File: src/rtl/irqc_pkg.sv
package irqc_pkg;
  localparam int PRIO_W = 5;

  // word offsets inside one bank (lower half of the bank window)
  localparam int WOFS_PEND = 0;
  localparam int WOFS_MASK = 1;
  localparam int WOFS_IRQN = 2;
  localparam int WOFS_FIQN = 3;
  localparam int WOFS_CTRL = 4;

  // control bits
  localparam int CTRL_ACK_IRQ = 0;
  localparam int CTRL_ACK_FIQ = 1;

  typedef struct packed {
    logic [PRIO_W-1:0] prio;      // bits 6:2
    logic              trig_edge; // bit 1
    logic              to_fiq;    // bit 0
  } irqc_lvl_t;

  localparam int LVL_W = $bits(irqc_lvl_t);
endpackage

File: src/rtl/irqc_pend.sv
module irqc_pend #(
  parameter int NSRC = 32
) (
  input  logic            clk,
  input  logic            rst,
  input  logic [NSRC-1:0] line,
  input  logic [NSRC-1:0] edge_sel,
  input  logic            keep_wr,
  input  logic [NSRC-1:0] keep_bits,
  input  logic [NSRC-1:0] ack_clr,
  output logic [NSRC-1:0] pend
);
  logic [NSRC-1:0] line_q;
  logic [NSRC-1:0] prev_q;
  logic [NSRC-1:0] latch_q;
  logic [NSRC-1:0] keep_mask;
  logic [NSRC-1:0] rise;

  assign keep_mask = keep_wr ? keep_bits : '1;
  assign rise      = line & ~prev_q & edge_sel;

  always_ff @(posedge clk) begin
    if (rst) begin
      line_q  <= '0;
      prev_q  <= '0;
      latch_q <= '0;
    end else begin
      line_q  <= line;
      prev_q  <= line;
      latch_q <= ((latch_q & ~ack_clr & keep_mask) | rise) & edge_sel;
    end
  end

  assign pend = (latch_q & edge_sel) | (line_q & ~edge_sel);
endmodule

File: src/rtl/irqc_pick.sv
module irqc_pick #(
  parameter int NSRC   = 32,
  parameter int PRIO_W = 5,
  localparam int IDX_W = $clog2(NSRC)
) (
  input  logic [NSRC-1:0]             cand,
  input  logic [NSRC-1:0][PRIO_W-1:0] prio,
  output logic                        found,
  output logic [IDX_W-1:0]            idx
);
  logic [PRIO_W-1:0] best;

  always_comb begin
    found = 1'b0;
    idx   = '0;
    best  = '1;
    for (int i = 0; i < NSRC; i++) begin
      if (cand[i] && (!found || prio[i] < best)) begin
        found = 1'b1;
        idx   = IDX_W'(i);
        best  = prio[i];
      end
    end
  end
endmodule

File: src/rtl/irqc_bank.sv
module irqc_bank
  import irqc_pkg::*;
#(
  parameter int  NSRC    = 32,
  parameter int  DATA_W  = 32,
  parameter bit  HAS_FIQ = 1'b1,
  localparam int IDX_W   = $clog2(NSRC),
  localparam int WA_W    = IDX_W + 1
) (
  input  logic              clk,
  input  logic              rst,
  input  logic [NSRC-1:0]   line,
  input  logic              wr_en,
  input  logic [WA_W-1:0]   waddr,
  input  logic [DATA_W-1:0] wdata,
  input  logic [WA_W-1:0]   raddr,
  output logic [DATA_W-1:0] rdata,
  output logic              irq_o,
  output logic              fiq_o
);
  irqc_lvl_t           lvl_q [NSRC];
  logic [NSRC-1:0]     mask_q;
  logic                irq_v_q, fiq_v_q;
  logic [IDX_W-1:0]    irq_idx_q, fiq_idx_q;

  logic [NSRC-1:0]             edge_sel, fiq_sel, pend, ack_clr, live;
  logic [NSRC-1:0][PRIO_W-1:0] prio_v;
  logic                        ack_irq, ack_fiq, pend_wr, mask_wr;
  logic                        irq_found, fiq_found;
  logic [IDX_W-1:0]            irq_pick, fiq_pick;

  assign ack_irq = wr_en && (waddr == WA_W'(WOFS_CTRL)) && wdata[CTRL_ACK_IRQ];
  assign ack_fiq = wr_en && (waddr == WA_W'(WOFS_CTRL)) && wdata[CTRL_ACK_FIQ];
  assign pend_wr = wr_en && (waddr == WA_W'(WOFS_PEND));
  assign mask_wr = wr_en && (waddr == WA_W'(WOFS_MASK));

  always_comb begin
    for (int i = 0; i < NSRC; i++) begin
      edge_sel[i] = lvl_q[i].trig_edge;
      fiq_sel[i]  = lvl_q[i].to_fiq;
      prio_v[i]   = lvl_q[i].prio;
    end
  end

  assign ack_clr = ((ack_irq && irq_v_q) ? (NSRC'(1) << irq_idx_q) : '0)
                 | ((ack_fiq && fiq_v_q) ? (NSRC'(1) << fiq_idx_q) : '0);

  irqc_pend #(.NSRC(NSRC)) i_pend (
    .clk      (clk),
    .rst      (rst),
    .line     (line),
    .edge_sel (edge_sel),
    .keep_wr  (pend_wr),
    .keep_bits(wdata[NSRC-1:0]),
    .ack_clr  (ack_clr),
    .pend     (pend)
  );

  assign live = pend & ~mask_q;

  irqc_pick #(.NSRC(NSRC), .PRIO_W(PRIO_W)) i_pick_irq (
    .cand (live & ~fiq_sel),
    .prio (prio_v),
    .found(irq_found),
    .idx  (irq_pick)
  );

  generate
    if (HAS_FIQ) begin : g_fiq
      irqc_pick #(.NSRC(NSRC), .PRIO_W(PRIO_W)) i_pick_fiq (
        .cand (live & fiq_sel),
        .prio (prio_v),
        .found(fiq_found),
        .idx  (fiq_pick)
      );
    end else begin : g_nofiq
      assign fiq_found = 1'b0;
      assign fiq_pick  = '0;
    end
  endgenerate

  // level registers and mask
  always_ff @(posedge clk) begin
    if (rst) begin
      mask_q <= '1;
      for (int i = 0; i < NSRC; i++) lvl_q[i] <= '0;
    end else begin
      if (mask_wr) mask_q <= wdata[NSRC-1:0];
      for (int i = 0; i < NSRC; i++) begin
        if (wr_en && waddr == WA_W'((1 << IDX_W) + i)) begin
          lvl_q[i].prio      <= wdata[LVL_W-1:2];
          lvl_q[i].trig_edge <= wdata[1];
          lvl_q[i].to_fiq    <= HAS_FIQ ? wdata[0] : 1'b0;
        end
      end
    end
  end

  // latched arbitration, one path per output
  always_ff @(posedge clk) begin
    if (rst) begin
      irq_v_q   <= 1'b0;
      irq_idx_q <= '0;
      fiq_v_q   <= 1'b0;
      fiq_idx_q <= '0;
    end else begin
      if (ack_irq) begin
        irq_v_q <= 1'b0;
      end else if (!irq_v_q && irq_found) begin
        irq_v_q   <= 1'b1;
        irq_idx_q <= irq_pick;
      end
      if (ack_fiq) begin
        fiq_v_q <= 1'b0;
      end else if (!fiq_v_q && fiq_found) begin
        fiq_v_q   <= 1'b1;
        fiq_idx_q <= fiq_pick;
      end
    end
  end

  assign irq_o = irq_v_q;
  assign fiq_o = fiq_v_q;

  always_comb begin
    rdata = '0;
    if (raddr[IDX_W]) begin
      rdata = DATA_W'(lvl_q[raddr[IDX_W-1:0]]);
    end else begin
      case (raddr)
        WA_W'(WOFS_PEND): rdata = DATA_W'(pend);
        WA_W'(WOFS_MASK): rdata = DATA_W'(mask_q);
        WA_W'(WOFS_IRQN): rdata = irq_v_q ? ((DATA_W'(1) << (DATA_W-1)) | DATA_W'(irq_idx_q)) : '0;
        WA_W'(WOFS_FIQN): rdata = fiq_v_q ? ((DATA_W'(1) << (DATA_W-1)) | DATA_W'(fiq_idx_q)) : '0;
        default:          rdata = '0;
      endcase
    end
  end
endmodule

File: src/rtl/irqc_cascade.sv
module irqc_cascade #(
  parameter int  NSRC     = 32,
  parameter int  DATA_W   = 32,
  parameter int  CASC_SRC = 0,
  localparam int IDX_W    = $clog2(NSRC),
  localparam int WA_W     = IDX_W + 1,
  localparam int ADDR_W   = WA_W + 3
) (
  input  logic              clk,
  input  logic              rst,
  input  logic [NSRC-1:0]   l1_src,
  input  logic [NSRC-1:0]   l2_src,
  input  logic              bus_wr,
  input  logic [ADDR_W-1:0] bus_addr,
  input  logic [DATA_W-1:0] bus_wdata,
  output logic [DATA_W-1:0] bus_rdata,
  output logic              irq_o,
  output logic              fiq_o
);
  logic              aligned, bank_sel;
  logic [WA_W-1:0]   word;
  logic [NSRC-1:0]   l1_line;
  logic              l1_irq, l1_fiq, l2_irq, l2_fiq;
  logic [DATA_W-1:0] l1_rd, l2_rd, rdata_q;

  assign aligned  = (bus_addr[1:0] == 2'b00);
  assign bank_sel = bus_addr[ADDR_W-1];
  assign word     = bus_addr[ADDR_W-2:2];
  assign l1_line  = l1_src | (NSRC'(l2_irq) << CASC_SRC);

  irqc_bank #(.NSRC(NSRC), .DATA_W(DATA_W), .HAS_FIQ(1'b1)) i_l1 (
    .clk  (clk),
    .rst  (rst),
    .line (l1_line),
    .wr_en(bus_wr && aligned && !bank_sel),
    .waddr(word),
    .wdata(bus_wdata),
    .raddr(word),
    .rdata(l1_rd),
    .irq_o(l1_irq),
    .fiq_o(l1_fiq)
  );

  irqc_bank #(.NSRC(NSRC), .DATA_W(DATA_W), .HAS_FIQ(1'b0)) i_l2 (
    .clk  (clk),
    .rst  (rst),
    .line (l2_src),
    .wr_en(bus_wr && aligned && bank_sel),
    .waddr(word),
    .wdata(bus_wdata),
    .raddr(word),
    .rdata(l2_rd),
    .irq_o(l2_irq),
    .fiq_o(l2_fiq)
  );

  always_ff @(posedge clk) begin
    if (rst) rdata_q <= '0;
    else     rdata_q <= bank_sel ? l2_rd : l1_rd;
  end

  assign bus_rdata = rdata_q;
  assign irq_o     = l1_irq;
  assign fiq_o     = l1_fiq | l2_fiq;
endmodule

File: config.mk
export PLATFORM = sky130hd
export DESIGN_NAME = irqc_cascade
export DESIGN_NICKNAME = d
export VERILOG_FILES = /design/src/rtl/irqc_pkg.sv /design/src/rtl/irqc_pend.sv /design/src/rtl/irqc_pick.sv /design/src/rtl/irqc_bank.sv /design/src/rtl/irqc_cascade.sv
export SDC_FILE = /design/constraint.sdc
export NUM_CORES = 2
export LEC_CHECK = 0
export CAP_MARGIN = 10
export CORE_ASPECT_RATIO = 1.25
export CORE_MARGIN = 4
export CORE_UTILIZATION = 41
export DETAILED_ROUTE_END_ITERATION = 8
export DONT_BUFFER_PORTS = 1
export SLEW_MARGIN = 20
export SYNTH_ARGS = -nofsm -noshare
export SYNTH_HDL_FRONTEND = slang
export SYNTH_SLANG_ARGS = --single-unit
File: constraint.sdc
create_clock -name clk -period 47.3 [get_ports clk]
set_input_delay 14.19 -clock clk [delete_from_list [all_inputs] [get_ports clk]]
set_output_delay 14.19 -clock clk [all_outputs]
set_load 0.05 [all_outputs]
Word-level counts from Yosys, hierarchy flattened
Memories as Yosys holds them, arrays and structs flattened.
Cells that the tools add are included.
{"block": "word_totals", "mem_bits_rw": 416, "output_inout_bits": 34, "mem_count": 2, "ff_bits": 242, "input_bits": 108}
{"block": "classes", "order_cmp": 93, "reduce_logical": 373, "n_mux": 649, "shifts": 3, "n_eq_ne": 36, "bitwise_logic": 198}
{"memory": "i_l1.lvl_q", "words": 32, "width": 7, "rd": 33, "rd_ports_with_merged_regs": 0, "wr": 32, "line_no": "irqc_bank.sv:21", "text": "irqc_lvl_t lvl_q [NSRC];"}
{"memory": "i_l2.lvl_q", "words": 32, "width": 6, "rd": 33, "rd_ports_with_merged_regs": 0, "wr": 32, "line_no": "irqc_bank.sv:21"}
{"cell": "two-way mux 5 bit", "n": 247}
{"cell": "bitwise AND 32 bit", "n": 19}
{"cell": "< comparator 5 bit", "n": 93}
{"cell": "two-way mux 1 bit", "n": 389}
{"cell": "two-way mux 32 bit", "n": 11}
{"cell": "NOT 32 bit", "n": 9}
{"cell": "equality test 6 bit, second input constant", "n": 32}
{"cell": "logical AND 1 bit", "n": 175}
{"cell": "OR 1 bit", "n": 160}
{"cell": "OR 32 bit", "n": 5}
{"cell": "case mux 32 bit (4 select lines)", "n": 1}
{"cell": "zero test 1 bit", "n": 97}
{"cell": "case mux 32 bit (3 select lines)", "n": 1}
{"cell": "left shift 1 x 5 -> 32 bit, first input constant", "n": 3}
{"cell": "logical OR 1 bit", "n": 93}
{"cell": "NOT 32 bit, first input constant", "n": 1}
{"cell": "OR 32 x 1 -> 32 bit", "n": 1}
{"cell": "equality test 6 x 2 -> 1 bit, second input constant", "n": 2}
{"cell": "equality test 6 x 1 -> 1 bit, second input constant", "n": 1}
{"cell": "equality test 6 x 3 -> 1 bit, second input constant", "n": 1}
{"cell": "zero test 6 bit", "n": 1}
{"cell": "AND reduction 2 bit", "n": 3}
{"cell": "OR reduction 2 bit", "n": 3}
{"cell": "NOT 1 bit", "n": 3}
{"cell": "zero test 2 bit", "n": 1}

Depth between registers and ports, before layout
An unclocked memory read counts as a cell.
{"block": "logic_depth", "word_depth": 133, "depth_mapped": 278, "ltp_nobuf": 271}

Cells and area by module
A second synthesis with hierarchy kept.
{"block": "hier_totals", "cells_unflattened": 6548, "hier_area_um2": 55694.7}
{"mod": "irqc_pick", "seq_area_each_um2": 0.0, "area_per_inst_um2": 8423.1, "n_inst": 3, "cells_each": 1282}
{"mod": "irqc_bank (i_l1)", "seq_area_each_um2": 7607.3, "area_per_inst_um2": 12868.6, "n_inst": 1, "cells_each": 1051}
{"mod": "irqc_bank (i_l2)", "seq_area_each_um2": 6526.3, "area_per_inst_um2": 10817.9, "n_inst": 1, "cells_each": 884}
{"mod": "irqc_pend", "seq_area_each_um2": 1281.2, "area_per_inst_um2": 2768.9, "n_inst": 2, "cells_each": 330}
{"mod": "irqc_cascade", "seq_area_each_um2": 640.6, "area_per_inst_um2": 1201.2, "n_inst": 1, "cells_each": 107}

Least setup slack after synthesis
Ideal clock, no wire load.
{"block": "synth_timing", "path_type": "register to register", "start": "mem i_l1.lvl_q[0][1] (netlist bit)", "end": "reg i_l1.fiq_idx_q[0]", "path_slack_ns": -0.609, "n_path_buf": 10, "t_required_ns": 47.209, "path_stages_with_launch": 260, "period_less_slack_ns": 47.909, "t_arrival_ns": 47.818, "setup_ns": 0.091, "cell_sequence": "edfxtp_1 > mux2_2 > nand2_1 > nor2_1 > ha_1 > a31oi_1 > o21ai_2 > and3_2 > or3_1 > a21o_1 > a21oi_1 > inv_1 > ha_1 > maj3_1 > a31o_1 > buf_6 > nor3_1 > nand2_1 > (+224 left out) > nand2_1 > o21ai_0 > ha_1 > a21oi_1 > nor2b_1 > o21ai_0 > or2b_2 > a41o_2 > a21oi_1 > a21oi_4 > mux2_1 > ha_1 > a21oi_1 > nor2b_1 > o21ai_0 > and4b_2 > o311ai_2 > a311oi_1"}
{"item": "start: declaration", "line_no": "irqc_bank.sv:21"}
{"item": "end signal: assignment", "line_no": "irqc_bank.sv:117", "text": "fiq_idx_q <= fiq_pick;"}
{"item": "end: declaration", "line_no": "irqc_bank.sv:24", "text": "logic [IDX_W-1:0] irq_idx_q, fiq_idx_q;"}

==> run summary <==
### Floorplanning
- **floorplan die width** 326.4 um
- **I/O pin cnt** 142
- **placement row count** 145
- **placeable core region** 125400 um^2
- **Die Footprint** 132500 um^2
- **die span in y** 406.0 um
- **starting utilization of the core area** 41.44%

### Finish
- **nets** 6619
- **share of the core filled with cells** 50.67%
- **area added between synthesis and finish** 22.29%
- **final std cell area, no fill** 63530 um^2
- **layout cells sized above 1** 28.00%
- **commonest non-fill, non-tap cells in the layout** sky130_fd_sc_hd__nor2_1, sky130_fd_sc_hd__buf_4, sky130_fd_sc_hd__nand2_1, sky130_fd_sc_hd__edfxtp_1, sky130_fd_sc_hd__inv_1
- **final cell count without fillers** 8041
- **leading cell type in the layout, fill and taps excluded** sky130_fd_sc_hd__nor2_1

### Timing
- **post-layout minimum cycle time** 45.93 ns
- **hold violation count in the final report** 0
- **Total Negative Setup Slacks** 0 ns
- **largest clock skew in the final design** 0.04823 ns
- **Worst Tran Pin Value** 1.249 ns
- **final-report max-slew violation count** 0
- **peak clock frequency supported by timing** 0.02177 GHz
- **relative slew slack** 16.41%
- **crit path setup slack, layout** 1.366 ns
- **worst-case hold slack** 0.4890 ns
- **final setup violation count** 0
- **period utilisation layout** 97.11%

### Worst setup path
- **most common cell type on the critical path** sky130_fd_sc_hd__ha_4
- **Setup Crit Path Kind** flop to flop
- **Worst setup EP type** flop
- **critical-path maximum fanout** 7
- **Crit path largest cell delay** 0.51 ns
- **nature of the critical path startpoint** flop
- **arrival time at the worst endpoint** 46.43 ns
- **slowest cell on the critical path** sky130_fd_sc_hd__a21boi_1
- **Buf/Inv on CP** 27
- **largest delay contributor family on the critical path** compound AO/OA/AOI/OAI gates
- **Crit path required time** 47.80 ns

### Logic synthesis
- **cell type with the largest total area after synthesis** sky130_fd_sc_hd__edfxtp_1
- **Yosys Warn Count** 0
- **post-synthesis average cell area** 8.978 um^2
- **Netlist Area Pre-Place** 51950 um^2
- **dominant cells by area after synthesis** sky130_fd_sc_hd__edfxtp_1, sky130_fd_sc_hd__dfxtp_1, sky130_fd_sc_hd__ha_1, sky130_fd_sc_hd__mux4_2, sky130_fd_sc_hd__nor2_1
- **simple-gate share of the synthesized area** 21.06%
- **count of flip-flops with a built-in enable after synthesis** 416
- **area fraction in compound gates after synthesis** 21.45%
- **Netlist cell types** 175
- **most used flip-flop cell after synthesis** sky130_fd_sc_hd__edfxtp_1
- **post-synthesis sequential area ratio** 33.37%
- **top cell type's share of synthesized area** 24.05%
- **post-synthesis xor/xnor area fraction** 0.4697%
- **synthesized net count** 6150
- **main combinational cell family by area after synthesis** compound AO/OA/AOI/OAI gates
- **adder and majority cell fraction of the synthesized area** 6.600%
- **share of cell area taken by muxes after synthesis** 11.67%
- **Cells after Synth** 5786
- **synthesized flop and latch total** 658
- **proportion of synthesized flip-flops having asynchronous set or reset** 0%

### Clock tree
- **root buf cell** sky130_fd_sc_hd__clkbuf_16
- **clock tree from TritonCTS** yes
- **Clock Tree Buf Depth** 3
- **CTS clock-pin slew for the worst setup and hold paths** 0.07 ns
- **CTS Hold Buffers Added** 0
- **number of levels the H-tree was split into** 3
- **number of buffers created by CTS** 71
- **clock network latency to the later pin of the worst-skew pair** 0.67 ns
- **number of sinks handled by clock tree synthesis** 658

### Placed design
- **cell area after placement** 56090 um^2
- **half-perimeter wire length of the detailed placement result** 158.4 mm
- **number of cells in the design after placement** 7671
- **Final GP Congestion** 1.003
- **count of input and output buffers** 0
- **worst setup slack before clock tree synthesis** -1.459 ns

### Detailed routing
- **wire length after detailed routing** 212.6 mm
- **remaining antenna violation count** 0
- **number of detailed-route iterations in the first pass** 5
- **DR DRC count** 0
- **routed wire length per instance** 26.43 um
- **DRC marker count from the first detailed-route iteration** 4768
- **total number of vias** 50382
- **via density per instance** 6.266

### Global route
- **wire length of the first global-routing pass** 303.6 mm
- **GRT Overall Usage** 30.15%
- **number of global-route vias before repair** 47499
- **initial antenna violation count** 27
- **pin count of the biggest net entering global routing** 290
- **global route total overflow** 0

### Run status
- **outcome** completed

### Power and ir drop
- **post-layout power** 1.447 mW
- **power per unit of standard cell area** 22.78 nW/um^2
- **worst ir drop on vdd** 25.37 uV
- **total leakage power** 26.25 nW

### Flow run
- **number of max-cap violations** 0

### Min path
- **type of the most critical hold path** flop to flop

-- sequential cells by signal, summed over array words and instances (netlist names), 32 cells and up --
name and count:
i_l2.mask_q 32, i_l2.lvl_q 192, i_l2.i_pend.latch_q 32, bus_rdata 32, i_l2.i_pend.prev_q 32, i_l1.i_pend.latch_q 32
i_l1.lvl_q 224, i_l1.i_pend.prev_q 32, i_l1.mask_q 32
-- final timing paths --
check                         from                 to  slack (ns)  cells after the start
setup reg to reg  i_l1.lvl_q[0][1]  i_l1.fiq_idx_q[3]        1.37                    256
setup / recovery  i_l1.lvl_q[0][1]  i_l1.fiq_idx_q[3]        1.37                    256
hold / removal     i_l2.mask_q[29]    i_l2.mask_q[29]        0.49                      2
hold reg to reg    i_l2.mask_q[29]    i_l2.mask_q[29]        0.49                      2
-- power by group --
| part | internal, mW | leakage, nW | switching [mW] |
|---|---|---|---|
| registers | 0.642 | 5.96 | 0.0504 |
| logic | 0.0721 | 19.1 | 0.0908 |
| clock network | 0.336 | 1.20 | 0.256 |
-- cell type report --
type,instances,area (um^2)
fill,11510,61840
multi-input combinational,4498,35160
sequential,658,17340
timing repair buffer,641,4900
tap,1690,2115
clock buffer,105,2102
inverter,385,1458
clock inverter,27,359.1
antenna,37,92.59
-- what timing repair did --
| action | 4_1_cts | 5_1_grt |
|---|---|---|
| pin swaps | 23 | 319 |
| setup endpoints to repair | 15 | 15 |
| cloned | 1 | 0 |
| setup buffers | 27 | 174 |
| hold endpoints to repair | 0 | 0 |
| resized for setup | 74 | 648 |
-- layer usage --
layer,GRT usage (%),vias to the layer above,wire (um)
met5,0,-,83
met3,6.031,659,17810
met4,17.17,12,14430
met2,50.61,2451,99410
met1,36.15,24700,80830
li1,-,22560,-
-- tightest hold or removal path: stages (launching register included) --
cell and delay (ns):
sky130_fd_sc_hd__dfxtp_1 0.32, sky130_fd_sc_hd__nand2_1 0.06, sky130_fd_sc_hd__nand3b_1 0.06
-- cell families (layout without fill, tap and decap cells) --
group,Yosys count,after routing
buffers and inverters,630,1158
AO/OA/AOI/OAI,1550,1550
multiplexers,425,425
XOR/XNOR,27,27
AND/OR/NAND/NOR,2218,2218
adder cells (fa/ha/maj),278,278
flip-flops,658,658
other,0,37
-- Yosys cell counts, types with 19 or more instances --
master,count
sky130_fd_sc_hd__nor3b_1,48
sky130_fd_sc_hd__buf_1,19
sky130_fd_sc_hd__a211o_1,28
sky130_fd_sc_hd__a31o_2,19
sky130_fd_sc_hd__nand3_1,96
sky130_fd_sc_hd__clkbuf_1,167
sky130_fd_sc_hd__dfxtp_1,242
sky130_fd_sc_hd__o21a_1,54
sky130_fd_sc_hd__nor2b_1,64
sky130_fd_sc_hd__o31ai_1,31
sky130_fd_sc_hd__nand2b_1,96
sky130_fd_sc_hd__o211ai_1,65
sky130_fd_sc_hd__o21ai_0,300
sky130_fd_sc_hd__and3b_1,29
sky130_fd_sc_hd__nand2_1,578
sky130_fd_sc_hd__or3_1,48
sky130_fd_sc_hd__nand4_1,30
sky130_fd_sc_hd__edfxtp_1,416
sky130_fd_sc_hd__nor2_1,719
sky130_fd_sc_hd__mux4_2,129
sky130_fd_sc_hd__mux2_2,97
sky130_fd_sc_hd__and2_1,44
sky130_fd_sc_hd__a22oi_1,33
sky130_fd_sc_hd__a221oi_1,20
sky130_fd_sc_hd__a21o_1,94
sky130_fd_sc_hd__ha_1,256
sky130_fd_sc_hd__o21bai_1,29
sky130_fd_sc_hd__a211oi_1,39
sky130_fd_sc_hd__clkbuf_8,23
sky130_fd_sc_hd__and3_1,44
sky130_fd_sc_hd__o221ai_1,67
sky130_fd_sc_hd__nor3_1,125
sky130_fd_sc_hd__a31oi_1,62
sky130_fd_sc_hd__nand3b_1,82
sky130_fd_sc_hd__a21oi_1,324
sky130_fd_sc_hd__or2_2,51
sky130_fd_sc_hd__xnor2_1,21
sky130_fd_sc_hd__inv_1,383
sky130_fd_sc_hd__o21ai_1,23
sky130_fd_sc_hd__mux2i_1,178
sky130_fd_sc_hd__nor4_1,22
No activity file was read; power rests on OpenSTA's default activity.
